$ cat src/rtl/ps_cfg_pkg.sv
package ps_cfg_pkg;
  typedef enum logic [2:0] {
    ST_IDLE, ST_RESET, ST_WAIT_STAT, ST_LOAD,
    ST_SHIFT, ST_WAIT_DONE, ST_EXTRA, ST_WAIT_INIT
  } cfg_state_e;
endpackage

$ cat src/rtl/ps_cfg_phase.sv
// Bit-period phase counter: low half then high half of the data clock.
module ps_cfg_phase #(
  parameter int DIV = 4
) (
  input  logic clk,
  input  logic rst_n,
  input  logic run,
  output logic high_half,
  output logic period_end
);
  localparam int PH_W = (DIV > 2) ? $clog2(DIV) : 1;
  logic [PH_W-1:0] ph;

  assign period_end = run && (ph == PH_W'(DIV - 1));
  assign high_half  = run && (ph >= PH_W'(DIV / 2));

  always_ff @(posedge clk) begin
    if (!rst_n)                 ph <= '0;
    else if (!run || period_end) ph <= '0;
    else                        ph <= ph + 1'b1;
  end
endmodule

$ cat src/rtl/ps_cfg_shreg.sv
// Byte serializer, bit 0 first.
module ps_cfg_shreg #(
  parameter int W = 8
) (
  input  logic         clk,
  input  logic         rst_n,
  input  logic         load,
  input  logic         shift,
  input  logic [W-1:0] din,
  output logic         dout,
  output logic         last_bit
);
  localparam int BC_W = (W > 2) ? $clog2(W) : 1;
  logic [W-1:0]    sh;
  logic [BC_W-1:0] idx;

  assign dout     = sh[0];
  assign last_bit = (idx == BC_W'(W - 1));

  always_ff @(posedge clk) begin
    if (!rst_n) begin
      sh  <= '0;
      idx <= '0;
    end else if (load) begin
      sh  <= din;
      idx <= '0;
    end else if (shift) begin
      sh  <= {1'b0, sh[W-1:1]};
      idx <= idx + 1'b1;
    end
  end
endmodule

$ cat src/rtl/ps_cfg_count.sv
// Shared event counter for pulse width, timeout and extra pulses.
module ps_cfg_count #(
  parameter int W = 8
) (
  input  logic         clk,
  input  logic         rst_n,
  input  logic         clr,
  input  logic         inc,
  output logic [W-1:0] cnt
);
  always_ff @(posedge clk) begin
    if (!rst_n)   cnt <= '0;
    else if (clr) cnt <= '0;
    else if (inc) cnt <= cnt + 1'b1;
  end
endmodule

$ cat src/rtl/ps_cfg_host.sv
module ps_cfg_host
  import ps_cfg_pkg::*;
#(
  parameter int DATA_W        = 8,
  parameter int DIV           = 4,    // >= 2
  parameter int PULSE_MIN     = 8,    // >= 1
  parameter int DONE_TIMEOUT  = 4096, // >= 1
  parameter int EXTRA_CLKS    = 10,   // >= 1
  parameter bit USE_INIT_DONE = 1'b1
) (
  input  logic              clk,
  input  logic              rst_n,
  input  logic              start_i,
  input  logic              dat_valid_i,
  input  logic [DATA_W-1:0] dat_i,
  input  logic              dat_last_i,
  output logic              dat_ready_o,
  output logic              cfg_low_o,
  input  logic              status_i,
  input  logic              done_i,
  input  logic              initdone_i,
  output logic              dclk_o,
  output logic              data_o,
  output logic              busy_o,
  output logic              done_o,
  output logic              error_o
);
  localparam int MAX_A  = (PULSE_MIN > DONE_TIMEOUT) ? PULSE_MIN : DONE_TIMEOUT;
  localparam int MAX_V  = (MAX_A > EXTRA_CLKS) ? MAX_A : EXTRA_CLKS;
  localparam int CNT_W  = $clog2(MAX_V + 1);

  cfg_state_e st, st_n;
  logic [CNT_W-1:0] cnt;
  logic cnt_clr, cnt_inc;
  logic run, high_half, period_end;
  logic load, shift, sh_bit, last_bit;
  logic last_q, done_q, err_q, set_done, set_err;
  logic init_ok;

  generate
    if (USE_INIT_DONE) begin : g_init
      assign init_ok = initdone_i;
    end else begin : g_noinit
      assign init_ok = 1'b1;
    end
  endgenerate

  always_comb begin
    st_n     = st;
    set_done = 1'b0;
    set_err  = 1'b0;
    if (start_i) begin
      st_n = ST_RESET;
    end else begin
      unique case (st)
        ST_IDLE: ;
        ST_RESET:
          if (cnt == CNT_W'(PULSE_MIN - 1)) st_n = ST_WAIT_STAT;
        ST_WAIT_STAT:
          if (status_i) st_n = ST_LOAD;
        ST_LOAD:
          if (!status_i) begin
            st_n = ST_IDLE; set_err = 1'b1;
          end else if (dat_valid_i) st_n = ST_SHIFT;
        ST_SHIFT:
          if (!status_i) begin
            st_n = ST_IDLE; set_err = 1'b1;
          end else if (period_end && last_bit)
            st_n = last_q ? ST_WAIT_DONE : ST_LOAD;
        ST_WAIT_DONE:
          if (done_i) st_n = ST_EXTRA;
          else if (cnt == CNT_W'(DONE_TIMEOUT - 1)) begin
            st_n = ST_IDLE; set_err = 1'b1;
          end
        ST_EXTRA:
          if (period_end && cnt == CNT_W'(EXTRA_CLKS - 1)) begin
            if (USE_INIT_DONE) st_n = ST_WAIT_INIT;
            else begin st_n = ST_IDLE; set_done = 1'b1; end
          end
        ST_WAIT_INIT:
          if (init_ok) begin st_n = ST_IDLE; set_done = 1'b1; end
        default: st_n = ST_IDLE;
      endcase
    end
  end

  assign cnt_clr = start_i || (st_n != st);
  assign cnt_inc = (st == ST_RESET) || (st == ST_WAIT_DONE) ||
                   ((st == ST_EXTRA) && period_end);
  assign run     = (st == ST_SHIFT) || (st == ST_EXTRA);
  assign load    = (st == ST_LOAD) && (st_n == ST_SHIFT);
  assign shift   = (st == ST_SHIFT) && period_end;

  always_ff @(posedge clk) begin
    if (!rst_n) begin
      st     <= ST_IDLE;
      last_q <= 1'b0;
      done_q <= 1'b0;
      err_q  <= 1'b0;
    end else begin
      st <= st_n;
      if (load) last_q <= dat_last_i;
      if (start_i) begin
        done_q <= 1'b0;
        err_q  <= 1'b0;
      end else begin
        if (set_done) done_q <= 1'b1;
        if (set_err)  err_q  <= 1'b1;
      end
    end
  end

  ps_cfg_count #(.W(CNT_W)) u_cnt (
    .clk(clk), .rst_n(rst_n), .clr(cnt_clr), .inc(cnt_inc), .cnt(cnt));

  ps_cfg_phase #(.DIV(DIV)) u_phase (
    .clk(clk), .rst_n(rst_n), .run(run),
    .high_half(high_half), .period_end(period_end));

  ps_cfg_shreg #(.W(DATA_W)) u_shreg (
    .clk(clk), .rst_n(rst_n), .load(load), .shift(shift),
    .din(dat_i), .dout(sh_bit), .last_bit(last_bit));

  assign dat_ready_o = (st == ST_LOAD);
  assign cfg_low_o   = (st == ST_RESET);
  assign dclk_o      = high_half;
  assign data_o      = (st == ST_SHIFT) && sh_bit;
  assign busy_o      = (st != ST_IDLE);
  assign done_o      = done_q;
  assign error_o     = err_q;
endmodule

$ cat config.mk
export PLATFORM = sky130hd
export DESIGN_NAME = ps_cfg_host
export DESIGN_NICKNAME = d
export VERILOG_FILES = /design/src/rtl/ps_cfg_pkg.sv /design/src/rtl/ps_cfg_phase.sv /design/src/rtl/ps_cfg_shreg.sv /design/src/rtl/ps_cfg_count.sv /design/src/rtl/ps_cfg_host.sv
export SDC_FILE = /design/constraint.sdc
export NUM_CORES = 1
export LEC_CHECK = 0
export BUFFER_PORTS_ARGS = -buffer_cell sky130_fd_sc_hd__clkbuf_2
export CAP_MARGIN = 40
export CORE_UTILIZATION = 45
export CTS_BUF_LIST = sky130_fd_sc_hd__clkbuf_4 sky130_fd_sc_hd__clkbuf_8 sky130_fd_sc_hd__clkbuf_16
export CTS_CLUSTER_DIAMETER = 80
export DETAILED_ROUTE_END_ITERATION = 6
export PLACE_DENSITY = 0.74
export SLEW_MARGIN = 20
export SYNTH_ARGS = -nofsm -noshare
export SYNTH_HDL_FRONTEND = slang
export SYNTH_SLANG_ARGS = --single-unit
$ cat constraint.sdc
create_clock -name clk -period 6 [get_ports clk]
set_clock_uncertainty 0.15 [all_clocks]
set_input_delay 0.9 -clock clk [delete_from_list [all_inputs] [get_ports clk]]
set_output_delay 0.9 -clock clk [all_outputs]
set_load 0.03 [all_outputs]
==> metrics.txt, run 1 <==
Pre-Repair DR Iteration Count 5; Layout fillers 343; Synth Cell Area between 1500 and 2000 um2; worst reg-to-reg path cell count 5; ys async rst share 0; WHS Path Cells 1; Setup WS post-layout 3.25 ns; CTS tree yes; vias post-DR 1490; I/O pin cnt 23; Placer Congestion between 0.7 and 0.8; setup TNS 0 ns; Slew Limit Headroom 0.563; syn_nets 224; Starting Density 0.485; Residual DRC 0; largest net degree at the start of global routing 19; Worst-Margin Slew 0.654 ns; Worst Setup Start Kind flop; fin util 0.550; Netlist cell types between 40 and 50; Max Cap Violations 0; leakage 0.827 nW; reg-to-reg startpoint st[0]; power density cells roughly 220 nW/um2; met1 usage in global routing 0.243; I/O Buffers 22; GRT Total Usage 0.187; Fin. Hold Viols 0; share of cells above drive strength 1 0.230; Crit Path Max Fanout 15; post-synthesis sequential area ratio 0.350; post-layout power 454 uW; nets 243; clock buffer depth 2; Post-CTS Setup Repair Bufs 0; Gate Count Post-Synth 202; worst path cell trace nor2b_1, nand2_1, inv_1, clkbuf_2; die height 65.8 um; gr ovfl total 0; CP Capture Type output pin; CP max stage delay 0.63 ns; Reg2Reg Setup Slack 3.40 ns; Largest delay share family, worst path flip-flops; pre-CTS WS 3.21 ns; die area around 4300 um2; min Tclk post-route 2.75 ns; CP required 4.95 ns; vias per cell between 5 and 6; gr busiest metal met2; M2 GR Usage 0.282; slowest CP cell dfxtp_1; Yosys warnings 0; peak supply drop roughly 140 uV; # H-tree levels 2; WP buf/inv 2; register bit count reported by yosys 32; number of flops mapped to enable cells by yosys 0; critical path arrival ~1.7 ns; RSZ-0062 raised after global routing no; Worst R2R End u_shreg.sh[2]; non-filler cells, final 270; fin crit share 0.458; Floorplan Core Area 3770 um2; first-pass GRT wire length approximately 6000 um; 1st-iter DRT viols between 80 and 90; Max Freq 364 MHz; clock latency on the worst-skew pair around 0.29 ns; Reg clk slew, reported paths 0.07 ns; vias in the first global route roughly 1.4k; Avg Inst Size Synth 9.06 um2; # clock sinks 32; initial antenna violation count 0; hold path startpoint u_phase.ph[0]; fin. max-slew vios 0; TritonCTS Buffers 5; Min-Delay Path Class reg2reg; WL per Instance between 10 and 15 um; Hold-fix buffers, CTS 0; top_reg_cell synth dfxtp_1; grt met3 use 0.0672; area grow syn2layout 13.4%; num rows 22; critical path class reg2out; post-CTS sizing 0; hold endpoint u_phase.ph[0]; # diodes 0; post-DP HPWL 2540 um; Cells after DPL 262; Root Driver clkbuf_8; outcome finished clean; DRT Wirelength ~3600 um; Final setup viols 0; overall die width 65.8 um; remaining antenna violation count 0
==> metal layers <==
metal,routed length [um],vias to the layer above
li1,-,765
met1,1820,697
met2,1610,22
met3,151,6
met4,53,0
met5,0,-
==> worst max-delay path by stage <==
stage	depth (start not counted)	startpoint	to
after floorplan	3	st[2]	data_o
after global placement	6	status_i	u_shreg.sh[1]
after detailed placement	8	initdone_i	u_cnt.cnt[3]
after CTS	3	st[2]	data_o
after global routing	3	st[2]	data_o
final	4	st[0]	cfg_low_o
==> cells in the mapped netlist (all sizes together), types with 2 or more instances <==
master / number / area (um2)
a21boi: 3 / 22.5
and4b: 3 / 30.0
nor2b: 3 / 18.8
inv: 6 / 22.5
nor3: 8 / 51.3
xor2: 4 / 35.0
nor4: 15 / 165
or2: 3 / 18.8
nand3: 5 / 25.0
dfxtp: 32 / 641
nand4: 4 / 25.0
mux2i: 9 / 90.1
buf: 6 / 35.0
clkbuf: 6 / 22.5
nand2: 24 / 90.1
nand3b: 2 / 15.0
o21ai: 3 / 15.0
and3: 4 / 25.0
nor2: 16 / 60.1
o211a: 8 / 80.1
ha: 6 / 75.1
xnor2: 10 / 87.6
or4: 3 / 30.0
nand2b: 2 / 12.5
a21oi: 3 / 15.0
o211ai: 2 / 15.0
==> where the power goes <==
part	switching, mW	leakage [nW]	internal, mW	total (mW)
Clock	0.0838	0.0541	0.123	0.207
Combinational	0.0209	0.515	0.0113	0.0322
Sequential	0.00236	0.258	0.213	0.216
Total	0.107	0.827	0.347	0.454
==> stage by stage <==
step | hold slack (ns) | cell area (um2)
finish | 0.300 | 2080
global route | 0.334 | 2080
CTS | 0.299 | 2080
detailed placement | 0.289 | 1960
global placement | 0.282 | 1960
floorplan | 0.267 | 1830
==> cell type report <==
type	count	area (um2)	area share
clock buffer	5	68.8	0.0332
clock inverter	3	42.5	0.0205
inverter	6	22.5	0.0108
multi-input combinational	152	1120	0.538
sequential	32	641	0.309
tap	48	60.1	0.0289
timing repair buffer	24	125	0.0603
==> registers in the layout, summed over array words and instances, names as in the netlist <==
register and cells:
done_o 1, error_o 1, last_q 1, st 3
u_cnt.cnt 13, u_phase.ph 2, u_shreg.idx 3, u_shreg.sh 8
==> cell families (layout without fill, tap and decap cells) <==
| family | count (synthesis) | after routing | synth area share |
|---|---|---|---|
| buffers and inverters | 18 | 38 | 0.0437 |
| muxes | 9 | 9 | 0.0492 |
| and+or+nand+nor | 98 | 98 | 0.337 |
| xor gates and xnor gates | 14 | 14 | 0.0670 |
| AOI/OAI and AO/OA | 25 | 25 | 0.112 |
| DFF | 32 | 32 | 0.350 |
| adders and majority gates | 6 | 6 | 0.0410 |
==> cell usage in the layout, fill, tap and decap left out, types with 2 or more instances in the layout <==
cell type and n:
nor4_1 4, clkbuf_8 5, a21boi_0 3, clkbuf_2 22, nand2b_1 2, nor4_2 10, nor2b_1 3, ha_1 6
inv_1 6, o211a_1 8, and3_1 4, dfxtp_1 32, xnor2_1 10, nor3_1 7, a21oi_1 3, nand3b_1 2
o21ai_0 2, buf_4 2, xor2_1 4, or2_2 2, nand2_1 24, and4b_1 3, nand3_1 5, nor2_1 16
o211ai_1 2, mux2i_1 9, nand4_1 4, or4_4 2
(Power assumes the default switching activity.)
==> run 2, diff against run 1 <==
ABC_AREA = 1   (was unset)
PLACE_DENSITY = 0.76   (was 0.74)
clock period = 2.4 ns   (was 6 ns; I/O delays follow)
==> run 2 against run 1 <==
  * Combinational power up 140%
  * Die area up 9.9%
  * Hold slack worse by 0.14 ns
  * Synthesized cell count up 46%
  * Total power up 150%
  * Sequential share of layout area down 2.8 points
  * Utilization about the same
  * Design area up 9.9%
  * Register-to-register slack worse by 3.2 ns
  * Critical path depth up 9
  * Count of clock-buffer cells in the layout up 1
==> metrics.txt, run 2 <==
share of cells above drive strength 1 0.227; clock buffer depth 2; slowest CP cell dfxtp_1; largest area contributor in the netlist dfxtp_1; CTS tree yes; Max Cap Violations 0; clock latency on the worst-skew pair 0.28 ns; largest net degree at the start of global routing 18; Gate Count Post-Synth 294; num rows 23; worst path cell trace ha_1, nand2_1, nor2_2, nand2_2, nor2_2, nand3b_1, nand2_2, nand3_4, nand2_2, nor2_2, nor2_2, nand2_4, nor2_1; GRT Total Usage 0.198; Root Driver clkbuf_8; sequential share of power 0.473; # clock sinks 32; RSZ-0062 raised after global routing no; number of flops mapped to enable cells by yosys 0; most common cell after layout, fill and taps aside nand2_1; die height 69.0 um; hold endpoint last_q; die area 4760 um2; Sw Pwr 253 uW; WP buf/inv 0; synth top area cells dfxtp_1 (32%), nand2_1 (13%), nand3_1 (6.9%); largest registers u_cnt.cnt x13, u_shreg.sh x8; post-CTS sizing 0; Max Freq around 450 MHz; Sw Share 0.224; CP Capture Type flop; Starting Density 0.487; WL per Instance 11.6 um; first-pass GRT wire length 6870 um; Residual DRC 0; Worst R2R End u_cnt.cnt[2]; hold path startpoint dat_last_i; I/O pin cnt 23; leakage 1.00 nW; Worst-Margin Slew 0.407 ns; area grow syn2layout 13.0%; # diodes 0; DRT Wirelength 4300 um; initial antenna violation count 0; CP max stage delay roughly 0.4 ns; vias in the first global route 1622; outcome finished clean; critical path arrival approximately 2.3 ns; # H-tree levels 2; area share of the largest cell type after synthesis 0.317; P_int 879 uW; most frequent cells after synthesis nand2_1 (71), dfxtp_1 (32), inv_1 (31), nor2_1 (30), nand3_1 (28); min Tclk post-route 2.21 ns; Slew Limit Headroom 0.728; metal2 WL 2050 um; met3 wire length about 170 um; Min-Delay Path Class in2reg; post-synthesis sequential area ratio 0.317; Netlist cell types 28; fin. max-slew vios 0; Hold-fix buffers, CTS 0; most frequent CP cell nor2_2; Fin. Hold Viols 0; fin crit share 0.920; WHS Path Cells 3; Avg Inst Size Synth 6.86 um2; Reg clk slew, reported paths approximately 0.07 ns; cell with the most instances after synthesis nand2_1; ys async rst share 0; setup TNS 0 ns; peak supply drop 340 uV; Final Instance Area 2280 um2; syn_nets between 300 and 400; met1 wire length ~2000 um; max reg flops 13; Synth Cell Area 2020 um2; remaining antenna violation count 0; Floorplan Core Area 4140 um2; I/O Buffers 22; nets approximately 340; post-DP HPWL around 3200 um; Placer Congestion roughly 0.9; power density cells just under 500 nW/um2; vias post-DR 1887; 1st-iter DRT viols 153; Crit Path Max Fanout 13; most frequent cells in the layout nand2_1 (71), dfxtp_1 (32), inv_1 (31); vias per cell 5.09; Largest delay share family, worst path simple AND/OR/NAND/NOR gates; Post-CTS Setup Repair Bufs 0; Yosys warnings 0; register bit count reported by yosys 32; Worst Setup Start Kind flop; reg-to-reg startpoint u_cnt.cnt[0]; Final setup viols 0; critical path class reg2reg; worst reg-to-reg path cell count 13; gr ovfl total 0; Comb power frac 0.068; overall die width 69.0 um; Pre-Repair DR Iteration Count 4; Clock power frac 0.459; Top Layer Used met4; placed cell areas 2160 um2; Most flops, register u_cnt.cnt; Reg2Reg Setup Slack 0.19 ns; TritonCTS Buffers 5; top_reg_cell synth dfxtp_1; post-layout power 1.13 mW; CP required 2.47 ns
==> run 2: cell count changes after synthesis, sizes merged, moves of 9 or more <==
cell / previous run / this run
nand2: 24 / 80
nor2: 16 / 48
inv: 6 / 37
nand3: 5 / 31
nor4: 15 / 0
a21oi: 3 / 16
mux2i: 9 / 0
==> run 2: area by class of cell <==
class	instances	area (um2)
clock buffer	6	76.3
clock inverter	2	35.0
fill	429	1860
inverter	38	143
multi-input combinational	215	1170
sequential	32	641
tap	50	62.6
timing repair buffer	28	155
==> run 2: per-stage QoR <==
stage	utilization	setup WS, ns	std cells	hold WS [ns]
global route	0.550	0.00465	371	0.170
finish	0.550	0.192	371	0.163
global placement	0.522	0.262	363	0.283
floorplan	-	0.444	294	0.267
CTS	0.549	0.129	371	0.160
detailed placement	0.522	0.162	363	0.290
==> run 2: cell families after synthesis <==
group	synth area share
AO/OA/AOI/OAI	0.0614
flip-flops	0.317
XOR/XNOR	0.0521
buffers and inverters	0.106
AND/OR/NAND/NOR	0.426
adder cells (fa/ha/maj)	0.0372
==> run 2: worst max-delay path by stage <==
stage          slack, ns    startpoint            to  cells after the start
2_1_floorplan       0.44  u_cnt.cnt[0]  u_cnt.cnt[1]                     13
3_3_place_gp        0.26  u_cnt.cnt[0]  u_cnt.cnt[2]                     12
3_5_place_dp        0.16  u_cnt.cnt[0]  u_cnt.cnt[2]                     13
4_1_cts             0.13  u_cnt.cnt[0]  u_cnt.cnt[2]                     13
5_1_grt            0.005  u_cnt.cnt[0]  u_cnt.cnt[2]                     13
6_report            0.19  u_cnt.cnt[0]  u_cnt.cnt[2]                     13
==> run 2: power groups by stage <==
stage	sequential, mW	combinational [mW]	clock [mW]
after floorplan	0.546	0.0524	0
after global placement	0.547	0.0742	0
after detailed placement	0.548	0.0747	0
after CTS	0.536	0.0751	0.529
after global routing	0.536	0.0846	0.553
final	0.536	0.0765	0.519
==> run 2: worst reg2reg max path: stages (launching register included) <==
cell and delay, ns:
dfxtp_1 0.41, ha_1 0.24, nand2_1 0.08, nor2_2 0.16, nand2_2 0.08, nor2_2 0.10, nand3b_1 0.11, nand2_2 0.09
nand3_4 0.12, nand2_2 0.11, nor2_2 0.05, nor2_2 0.15, nand2_4 0.16, nor2_1 0.13
==> run 2: routing by layer <==
layer / vias to the layer above / global-route usage
li1: 981 / -
met4: 0 / 0.0995
met2: 41 / 0.330
met1: 858 / 0.237
met3: 7 / 0.0411
met5: - / 0
